<file path="config.mk">
export PLATFORM = sky130hd
export DESIGN_NAME = ocsum_ring_acc
export DESIGN_NICKNAME = d
export VERILOG_FILES = /design/src/rtl/ocr_pkg.sv /design/src/rtl/ocr_input_hold.sv /design/src/rtl/ocr_la_group.sv /design/src/rtl/ocr_ring_lane.sv /design/src/rtl/ocsum_ring_acc.sv
export SDC_FILE = /design/constraint.sdc
export NUM_CORES = 1
export LEC_CHECK = 0
export BUFFER_PORTS_ARGS = -buffer_cell sky130_fd_sc_hd__buf_2
export CAP_MARGIN = 10
export CORE_UTILIZATION = 51
export CTS_CLUSTER_SIZE = 16
export DETAILED_ROUTE_END_ITERATION = 8
export PLACE_DENSITY_LB_ADDON = 0.05
export SLEW_MARGIN = 15
export SYNTH_ARGS = -nofsm -noshare
export SYNTH_HDL_FRONTEND = slang
export SYNTH_HIERARCHICAL = 1
export SYNTH_SLANG_ARGS = --single-unit
</file>
<file path="constraint.sdc">
create_clock -name clk -period 1.9 [get_ports clk]
set_input_delay 0 -clock clk [delete_from_list [all_inputs] [get_ports clk]]
set_output_delay 0 -clock clk [all_outputs]
set_load 0.01 [all_outputs]
</file>
<file path="src/rtl/ocr_pkg.sv">
package ocr_pkg;

    localparam int HALF_W = 16;
    localparam int NGRP   = 6;
    localparam int LANES  = 2;
    localparam int DATA_W = LANES * HALF_W;

    typedef struct packed {
        logic [HALF_W-1:0] sum;
        logic [NGRP-1:0]   cry;
    } lane_state_t;

    function automatic int grp_lo(input int k);
        case (k)
            0: return 0;
            1: return 2;
            2: return 5;
            3: return 8;
            4: return 10;
            default: return 13;
        endcase
    endfunction

    function automatic int grp_w(input int k);
        case (k)
            0: return 2;
            1: return 3;
            2: return 3;
            3: return 2;
            4: return 3;
            default: return 3;
        endcase
    endfunction

endpackage

</file>
<file path="src/rtl/ocr_input_hold.sv">
module ocr_input_hold #(
    parameter int W = 32
) (
    input  logic         clk,
    input  logic         rst,
    input  logic         clr,
    input  logic         latch_en,
    input  logic         add_en,
    input  logic [W-1:0] din,
    output logic [W-1:0] operand
);
    logic [W-1:0] hold_q;

    always_ff @(posedge clk) begin
        if (rst || clr)
            hold_q <= '0;
        else if (latch_en)
            hold_q <= din;
    end

    always_comb begin
        if (!add_en || clr)
            operand = '0;
        else if (latch_en)
            operand = din;
        else
            operand = hold_q;
    end

    // the held word keeps its value without a strobe or clear
    p_hold_keep_r8: assert property (@(posedge clk) disable iff (rst)
        (!clr && !latch_en) |=> $stable(hold_q));

endmodule

</file>
<file path="src/rtl/ocr_la_group.sv">
module ocr_la_group #(
    parameter int W = 3
) (
    input  logic [W-1:0] a,
    input  logic [W-1:0] b,
    input  logic         cin,
    output logic [W-1:0] s,
    output logic         cout
);
    logic [W-1:0] gen, prop;
    logic [W:0]   c;

    always_comb begin
        gen  = a & b;
        prop = a ^ b;
        c[0] = cin;
        for (int i = 0; i < W; i++)
            c[i+1] = gen[i] | (prop[i] & c[i]);
        s    = prop ^ c[W-1:0];
        cout = c[W];
    end

endmodule

</file>
<file path="src/rtl/ocr_ring_lane.sv">
module ocr_ring_lane
    import ocr_pkg::*;
(
    input  logic              clk,
    input  logic              rst,
    input  logic              clr,
    input  logic [HALF_W-1:0] operand,
    output logic [HALF_W-1:0] sum_q
);
    lane_state_t st_q, st_d;
    logic [NGRP-1:0] cin_v;

    for (genvar k = 0; k < NGRP; k++) begin : g_grp
        localparam int LO = grp_lo(k);
        localparam int GW = grp_w(k);
        if (k == 0) begin : g_wrap
            assign cin_v[k] = st_q.cry[NGRP-1];
        end else begin : g_chain
            assign cin_v[k] = st_q.cry[k-1];
        end
        ocr_la_group #(.W(GW)) u_grp (
            .a    (st_q.sum[LO +: GW]),
            .b    (operand[LO +: GW]),
            .cin  (cin_v[k]),
            .s    (st_d.sum[LO +: GW]),
            .cout (st_d.cry[k])
        );
    end

    always_ff @(posedge clk) begin
        if (rst || clr)
            st_q <= '0;
        else
            st_q <= st_d;
    end

    assign sum_q = st_q.sum;

    // clear empties total and carry ring at the next edge
    p_clear_zero_r6: assert property (@(posedge clk) disable iff (rst)
        clr |=> (st_q.sum == '0 && st_q.cry == '0));

    // idle with no carries in flight leaves the total untouched
    p_idle_stable_r5: assert property (@(posedge clk) disable iff (rst)
        (!clr && operand == '0 && st_q.cry == '0) |=> ($stable(st_q.sum) && st_q.cry == '0));

    // a word added to an empty lane lands exactly
    p_fresh_add_r4: assert property (@(posedge clk) disable iff (rst)
        (!clr && st_q.sum == '0 && st_q.cry == '0) |=> (st_q.sum == $past(operand)));

endmodule

</file>
<file path="src/rtl/ocsum_ring_acc.sv">
module ocsum_ring_acc
    import ocr_pkg::*;
(
    input  logic              clk,
    input  logic              rst,
    input  logic              clr,
    input  logic              latch_en,
    input  logic              add_en,
    input  logic              oe,
    input  logic [DATA_W-1:0] din,
    output logic [DATA_W-1:0] bus_q,
    output logic              bus_oe
);
    logic [DATA_W-1:0] operand;
    logic [DATA_W-1:0] totals;

    ocr_input_hold #(.W(DATA_W)) u_hold (
        .clk      (clk),
        .rst      (rst),
        .clr      (clr),
        .latch_en (latch_en),
        .add_en   (add_en),
        .din      (din),
        .operand  (operand)
    );

    for (genvar l = 0; l < LANES; l++) begin : g_lane
        ocr_ring_lane u_lane (
            .clk     (clk),
            .rst     (rst),
            .clr     (clr),
            .operand (operand[l*HALF_W +: HALF_W]),
            .sum_q   (totals[l*HALF_W +: HALF_W])
        );
    end

    assign bus_q  = oe ? totals : '0;
    assign bus_oe = oe;

endmodule

</file>
==> reports/results.txt, run 1 <==
Status = finished with violations
Failing checks = setup timing
Setup TNS Final = -356 ps
Synth warnings = 6
Final wirelength = 7710 um
Synth cell count leaders = inv_1, dfxtp_1, nor2_1
CP required = 2110 ps
Max FO, Critical Path = 2
Register area share after synthesis = 36.5%
Largest net degree at the start of global routing = 46
CTS sink cnt = 76
Drt pass-1 iters = 4
Synthesis-to-layout area growth = 23.8%
CTS tree = built
FF-to-FF path depth = 10
Vias in the first global route = 2930
Ranking of synthesized cells by area = dfxtp_1, fa_1, nor3b_2, inv_1, mux2i_1
Crit. End Element = register
Vias post-DR = 2829
I/O pins = 71
Slew @ Worst Pin = 709 ps
Final Instance Count excl. Fillers = 635
All-Layer GR Usage = 20.2%
Effective utilization at floorplan = 53.4%
Core Area = 0.00781 mm^2
CTS max path bufs = 2
Skew final = 4.95 ps
Die Span Y = 92.4 um
RSZ-0062 raised after global routing = true
H-tree depth = 3
Critical Path Start Type = register
Antenna violations before repair = 0
Synth Flop Type = dfxtp_1
DRT antenna net count = 0
Placed Cells = 582
Mapped Area = 0.00417 mm^2
Final Hold Vio Count = 0
Post-Synthesis Cells = 417
Die width = 92.4 um
Avg Vias per Cell = 4.46
Routed len/inst = 12.1 um
Critical Setup Path Class = register to register
Synth Net Count = 487
Clk pin slew, worst setup/hold paths = 80 ps
Maximum vdd drop = 0.000297 V
Post-layout nets = 598
P per Cell Area = 635 mW/mm^2
Worst setup path start = u_hold/hold_q[26]
Num CTS Buffers = 9
Async S/R FF share, synth = 0%
Crit path to = g_lane[1].u_lane/sum_q[12]
Final period util = 105%
Worst Setup Slack, final = -91.0 ps
Max cap viols = 0
WP data arrival = 2200 ps
Most common cell in the netlist = inv_1
DRT iter0 DRCs = 62
RD Place Congestion = 0.721
PortBufs = 70
CTS Root Cell = clkbuf_8
R2r setup slk = -90 ps
Largest area contributor in the netlist = dfxtp_1
Post-route minimum period = 1990 ps
Yosys top cell area share = 36.5%
RR Endpoint = g_lane[1].u_lane/sum_q[12]
LEAKAGE = 2.38 nW
Type of the tightest min-delay check = input pin to register
Setup violations, final = 7
Post-detail-place hpwl = 5080 um
Ant diodes = 0
Clk_lat worst skew = 340 ps
First-pass GRT wire length = 13300 um
Rel. slew slack = 52.7%
Share of layout cells above drive strength 1 = 41.8%
Site Rows = 32
Post-Syn Area per Cell = 10.0 um^2
EDFF count, synth = 0
Post-synth cell types = 17
Final Max Slew Viols = 0
Synth Register Bits = 76
FMAX = 0.502 GHz
Number of remaining DRC errors = 0
DIE AREA = 0.00855 mm^2
Total grt overflow = 0
FF-to-FF Start = u_hold/hold_q[26]
[placed cells by master (no fill, tap or decap)]
cell type	count
and2_2	32
buf_12	2
buf_2	70
buf_4	22
bufinv_16	1
clkbuf_8	11
clkinv_2	4
dfxtp_1	72
dfxtp_2	4
dlygate4sd3_1	29
fa_1	15
fa_2	17
inv_1	97
inv_2	15
mux2i_1	28
mux2i_2	4
nand2b_2	1
nor2_1	64
nor3b_1	4
nor3b_2	40
or2_1	1
[critical path, stage by stage, from the launching register on]
cell	delay [ps]
dfxtp_2	330
mux2i_2	80
nor2_1	90
inv_1	60
fa_2	340
inv_2	60
fa_2	180
inv_2	40
fa_2	510
inv_1	30
nor3b_2	140
[what timing repair did]
item                                    4_1_cts  5_1_grt
endpoints found under the setup margin        8       14
buffers inserted                              6        2
pin swaps                                    18       10
endpoints found under the hold margin        33        0
hold buffers                                 29        0
gates resized for setup                      24       16
[cells by family (layout without fill, tap and decap cells)]
family | Yosys count | after routing | synth area share (%)
flops | 76 | 76 | 36.5
buf+inv | 135 | 251 | 15.9
mux | 32 | 32 | 7.68
fa+ha+maj | 32 | 32 | 15.4
simple gates | 142 | 142 | 24.6
[report_power, final]
group          internal [W]  leakage (nW)  total, W  switching (W)
Clock              0.000670         0.109   0.00124       0.000573
Combinational      0.000198          1.65  0.000401       0.000203
Sequential          0.00163         0.618   0.00164      0.0000127
Total               0.00249          2.38   0.00328       0.000788
[through the flow]
step | worst slack [ps] | power, W | util [%] | hold slack (ps) | area [um^2]
2_1_floorplan | -10.6 | 0.00192 | - | 75.1 | 4170
3_3_place_gp | -180 | 0.00200 | 58.3 | 278 | 4550
3_5_place_dp | -207 | 0.00201 | 58.3 | 286 | 4550
4_1_cts | -78.3 | 0.00331 | 65.6 | 43.4 | 5120
5_1_grt | -179 | 0.00344 | 66.2 | 71.1 | 5170
6_report | -91.0 | 0.00328 | 66.2 | 54.2 | 5170
[area by class of cell]
type | count | area (um^2)
clock inverters | 5 | 50.0
multi-input cells | 206 | 2040
fillers | 692 | 2640
flip-flops and latches | 76 | 1530
inverters | 112 | 420
repair buffers | 123 | 846
well taps | 102 | 128
clock buffers | 11 | 151
[flip-flops by register name, summed over array words and instances (netlist names)]
name                 cells
g_lane.u_lane/cin_v     12
u_hold/hold_q           32
g_lane.u_lane/sum_q     32
[metal layers]
layer | vias up | wire length, um | GRT usage, %
met5 | - | 0 | 0
met4 | 0 | 90 | 8.59
met3 | 8 | 299 | 3.53
met2 | 53 | 3760 | 34.0
met1 | 1344 | 3560 | 25.4
li1 | 1424 | - | -
[how the worst min path moves through the flow]
stage,start,endpoint,slack (ps),depth (start not counted)
floorplan,clr,g_lane[0].u_lane/cin_v[0],80,1
global placement,din[10],u_hold/hold_q[10],280,3
detailed placement,din[15],u_hold/hold_q[15],290,3
CTS,din[21],u_hold/hold_q[21],40,4
global route,din[21],u_hold/hold_q[21],70,4
finish,din[21],u_hold/hold_q[21],50,4
Power figures use the tool's default switching activity.
==> run 2: changes to the inputs <==
==> constraint.sdc (replaced) <==
create_clock -name clk -period 1.8 [get_ports clk]
set_input_delay 0 -clock clk [delete_from_list [all_inputs] [get_ports clk]]
set_output_delay 0 -clock clk [all_outputs]
set_load 0.01 [all_outputs]
==> reports/results.txt, run 2 (synthesized netlist as in run 1, its figures left out) <==
Status = finished with violations
Failing checks = setup timing
Clock share of power = 41.4%
CTS Root Cell = clkbuf_8
Final wirelength = 7920 um
P per Cell Area = 707 mW/mm^2
Cell Chain, Critical Path = mux2i_1, nor2_1, inv_1, fa_2, inv_2, fa_2, inv_2, fa_2, inv_1, nor3b_2
Clk pin slew, worst setup/hold paths = 80 ps
CTS sink cnt = 76
FF-to-FF Start = u_hold/hold_q[21]
Critical-path top delay cell = fa_2
Final Instance Count excl. Fillers = 633
Skew final = 7.67 ps
Finished Cell Area = 0.00520 mm^2
Clk_lat worst skew = 340 ps
Vias in the first global route = 3019
H-tree depth = 3
Internal = 0.00282 W
Maximum vdd drop = 0.000455 V
Max FO, Critical Path = 2
Die Span Y = 92.4 um
Number of remaining DRC errors = 0
R2r setup slk = -170 ps
Most used cell, CP = fa_2
DRT antenna net count = 0
LEAKAGE = 2.38 nW
DP Area = 0.00463 mm^2
Ant diodes = 0
Vias post-DR = 2824
CTS tree = built
FF-to-FF path depth = 10
Worst setup path start = u_hold/hold_q[21]
Switching power = 0.000856 W
Post-place setup slack = -226 ps
CP required = 2010 ps
Antenna violations before repair = 0
Delay-heaviest family, CP = adder cells
Avg Vias per Cell = 4.46
Met1 Use GR = 26.8%
DRT iter0 DRCs = 74
Routing usage on met2 = 34.4%
DIE AREA = 0.00855 mm^2
Final Hold Vio Count = 0
PortBufs = 70
Post-layout nets = 596
CTS max path bufs = 2
WP data arrival = 2180 ps
Met3 Track Usage GR = 3.28%
Rel. slew slack = 51.3%
Core Area = 0.00781 mm^2
I/O pins = 71
RSZ-0062 raised after global routing = true
Leading cell types in the layout, fill and taps excluded = inv_1, dfxtp_1, buf_2, nor2_1, nor3b_2
Final Max Slew Viols = 0
Num CTS Buffers = 9
Filler cell count = 647
Flop pwr share = 47.0%
Setup TNS Final = -1120 ps
Share of layout cells above drive strength 1 = 42.6%
Setup violations, final = 10
Slowest Stage Delay on Critical Path = 500 ps
Total grt overflow = 0
First-pass GRT wire length = 13600 um
Synthesis-to-layout area growth = 24.7%
Type of the tightest min-delay check = input pin to register
Worst Hold Launch = din[14]
RR Endpoint = g_lane[1].u_lane/sum_q[7]
Site Rows = 32
Worst hold path endpoint = u_hold/hold_q[14]
Post-route minimum period = 1970 ps
Hold path cells = 4
Max cap viols = 0
Post-detail-place hpwl = 5230 um
RD Place Congestion = 0.745
Placed Cells = 586
Drt pass-1 iters = 4
Largest net degree at the start of global routing = 46
Power share of the combinational group = 11.6%
Crit path buf inv count = 4
Effective utilization at floorplan = 53.4%
Most crowded layer after global routing = met2
All-Layer GR Usage = 20.6%
Worst Setup Slack, final = -172 ps
Crit. End Element = register
Critical Setup Path Class = register to register
Slew @ Worst Pin = 731 ps
Routed len/inst = 12.5 um
Die width = 92.4 um
Final period util = 110%
FMAX = 0.507 GHz
Sw Share = 23.3%
Critical Path Start Type = register
Most common cell after layout, fill and taps aside = inv_1
## run 2: how the worst max path moves through the flow
stage	endpoint	slack, ps	cells past startpoint
after floorplan	g_lane[0].u_lane/sum_q[15]	-50	12
after global placement	g_lane[0].u_lane/sum_q[7]	-210	12
after detailed placement	g_lane[0].u_lane/sum_q[7]	-230	12
after CTS	g_lane[1].u_lane/sum_q[12]	-140	10
after global routing	g_lane[0].u_lane/sum_q[12]	-250	10
final	g_lane[1].u_lane/sum_q[7]	-170	10
## run 2: cell type report
type	instances	area, um^2	share of cell area (%)
inverters	112	420	8.08
flip-flops and latches	76	1530	29.3
clock inverters	3	67.6	1.30
multi-input cells	206	2050	39.4
clock buffers	13	169	3.25
well taps	102	128	2.45
repair buffers	121	841	16.2
## run 2: per-stage QoR
step / hold slack (ps) / utilization (%) / power, W
after detailed placement: 284 / 59.4 / 0.00213
after global routing: 75.1 / 66.6 / 0.00384
after floorplan: 75.1 / - / 0.00203
after CTS: 47.6 / 66.1 / 0.00369
final: 59.7 / 66.6 / 0.00368
after global placement: 276 / 59.4 / 0.00213
## run 2: per-layer routing
layer  wire length (um)  vias up
li1                   -     1420
met1               3850     1345
met2               3710       51
met3                260        8
met4                103        0
met5                  0        -
## run 2: what timing repair did
item / CTS / global route
hold buffers: 28 / 0
pin swaps: 8 / 7
setup buffers: 1 / 2
gates resized for setup: 3 / 18
setup endpoints to repair: 11 / 20
endpoints found under the hold margin: 28 / 0
## run 2: power by group through the flow
stage	sequential, W	clock, W	combinational, W
after global routing	0.00173	0.00164	0.000473
final	0.00173	0.00152	0.000425
after floorplan	0.00176	0	0.000263
after CTS	0.00173	0.00155	0.000419
after detailed placement	0.00177	0	0.000366
after global placement	0.00177	0	0.000359
## run 2: worst min-delay path, stage by stage
cell and delay (ps):
buf_2 80, mux2i_1 70, buf_4 130, nor2_1 80
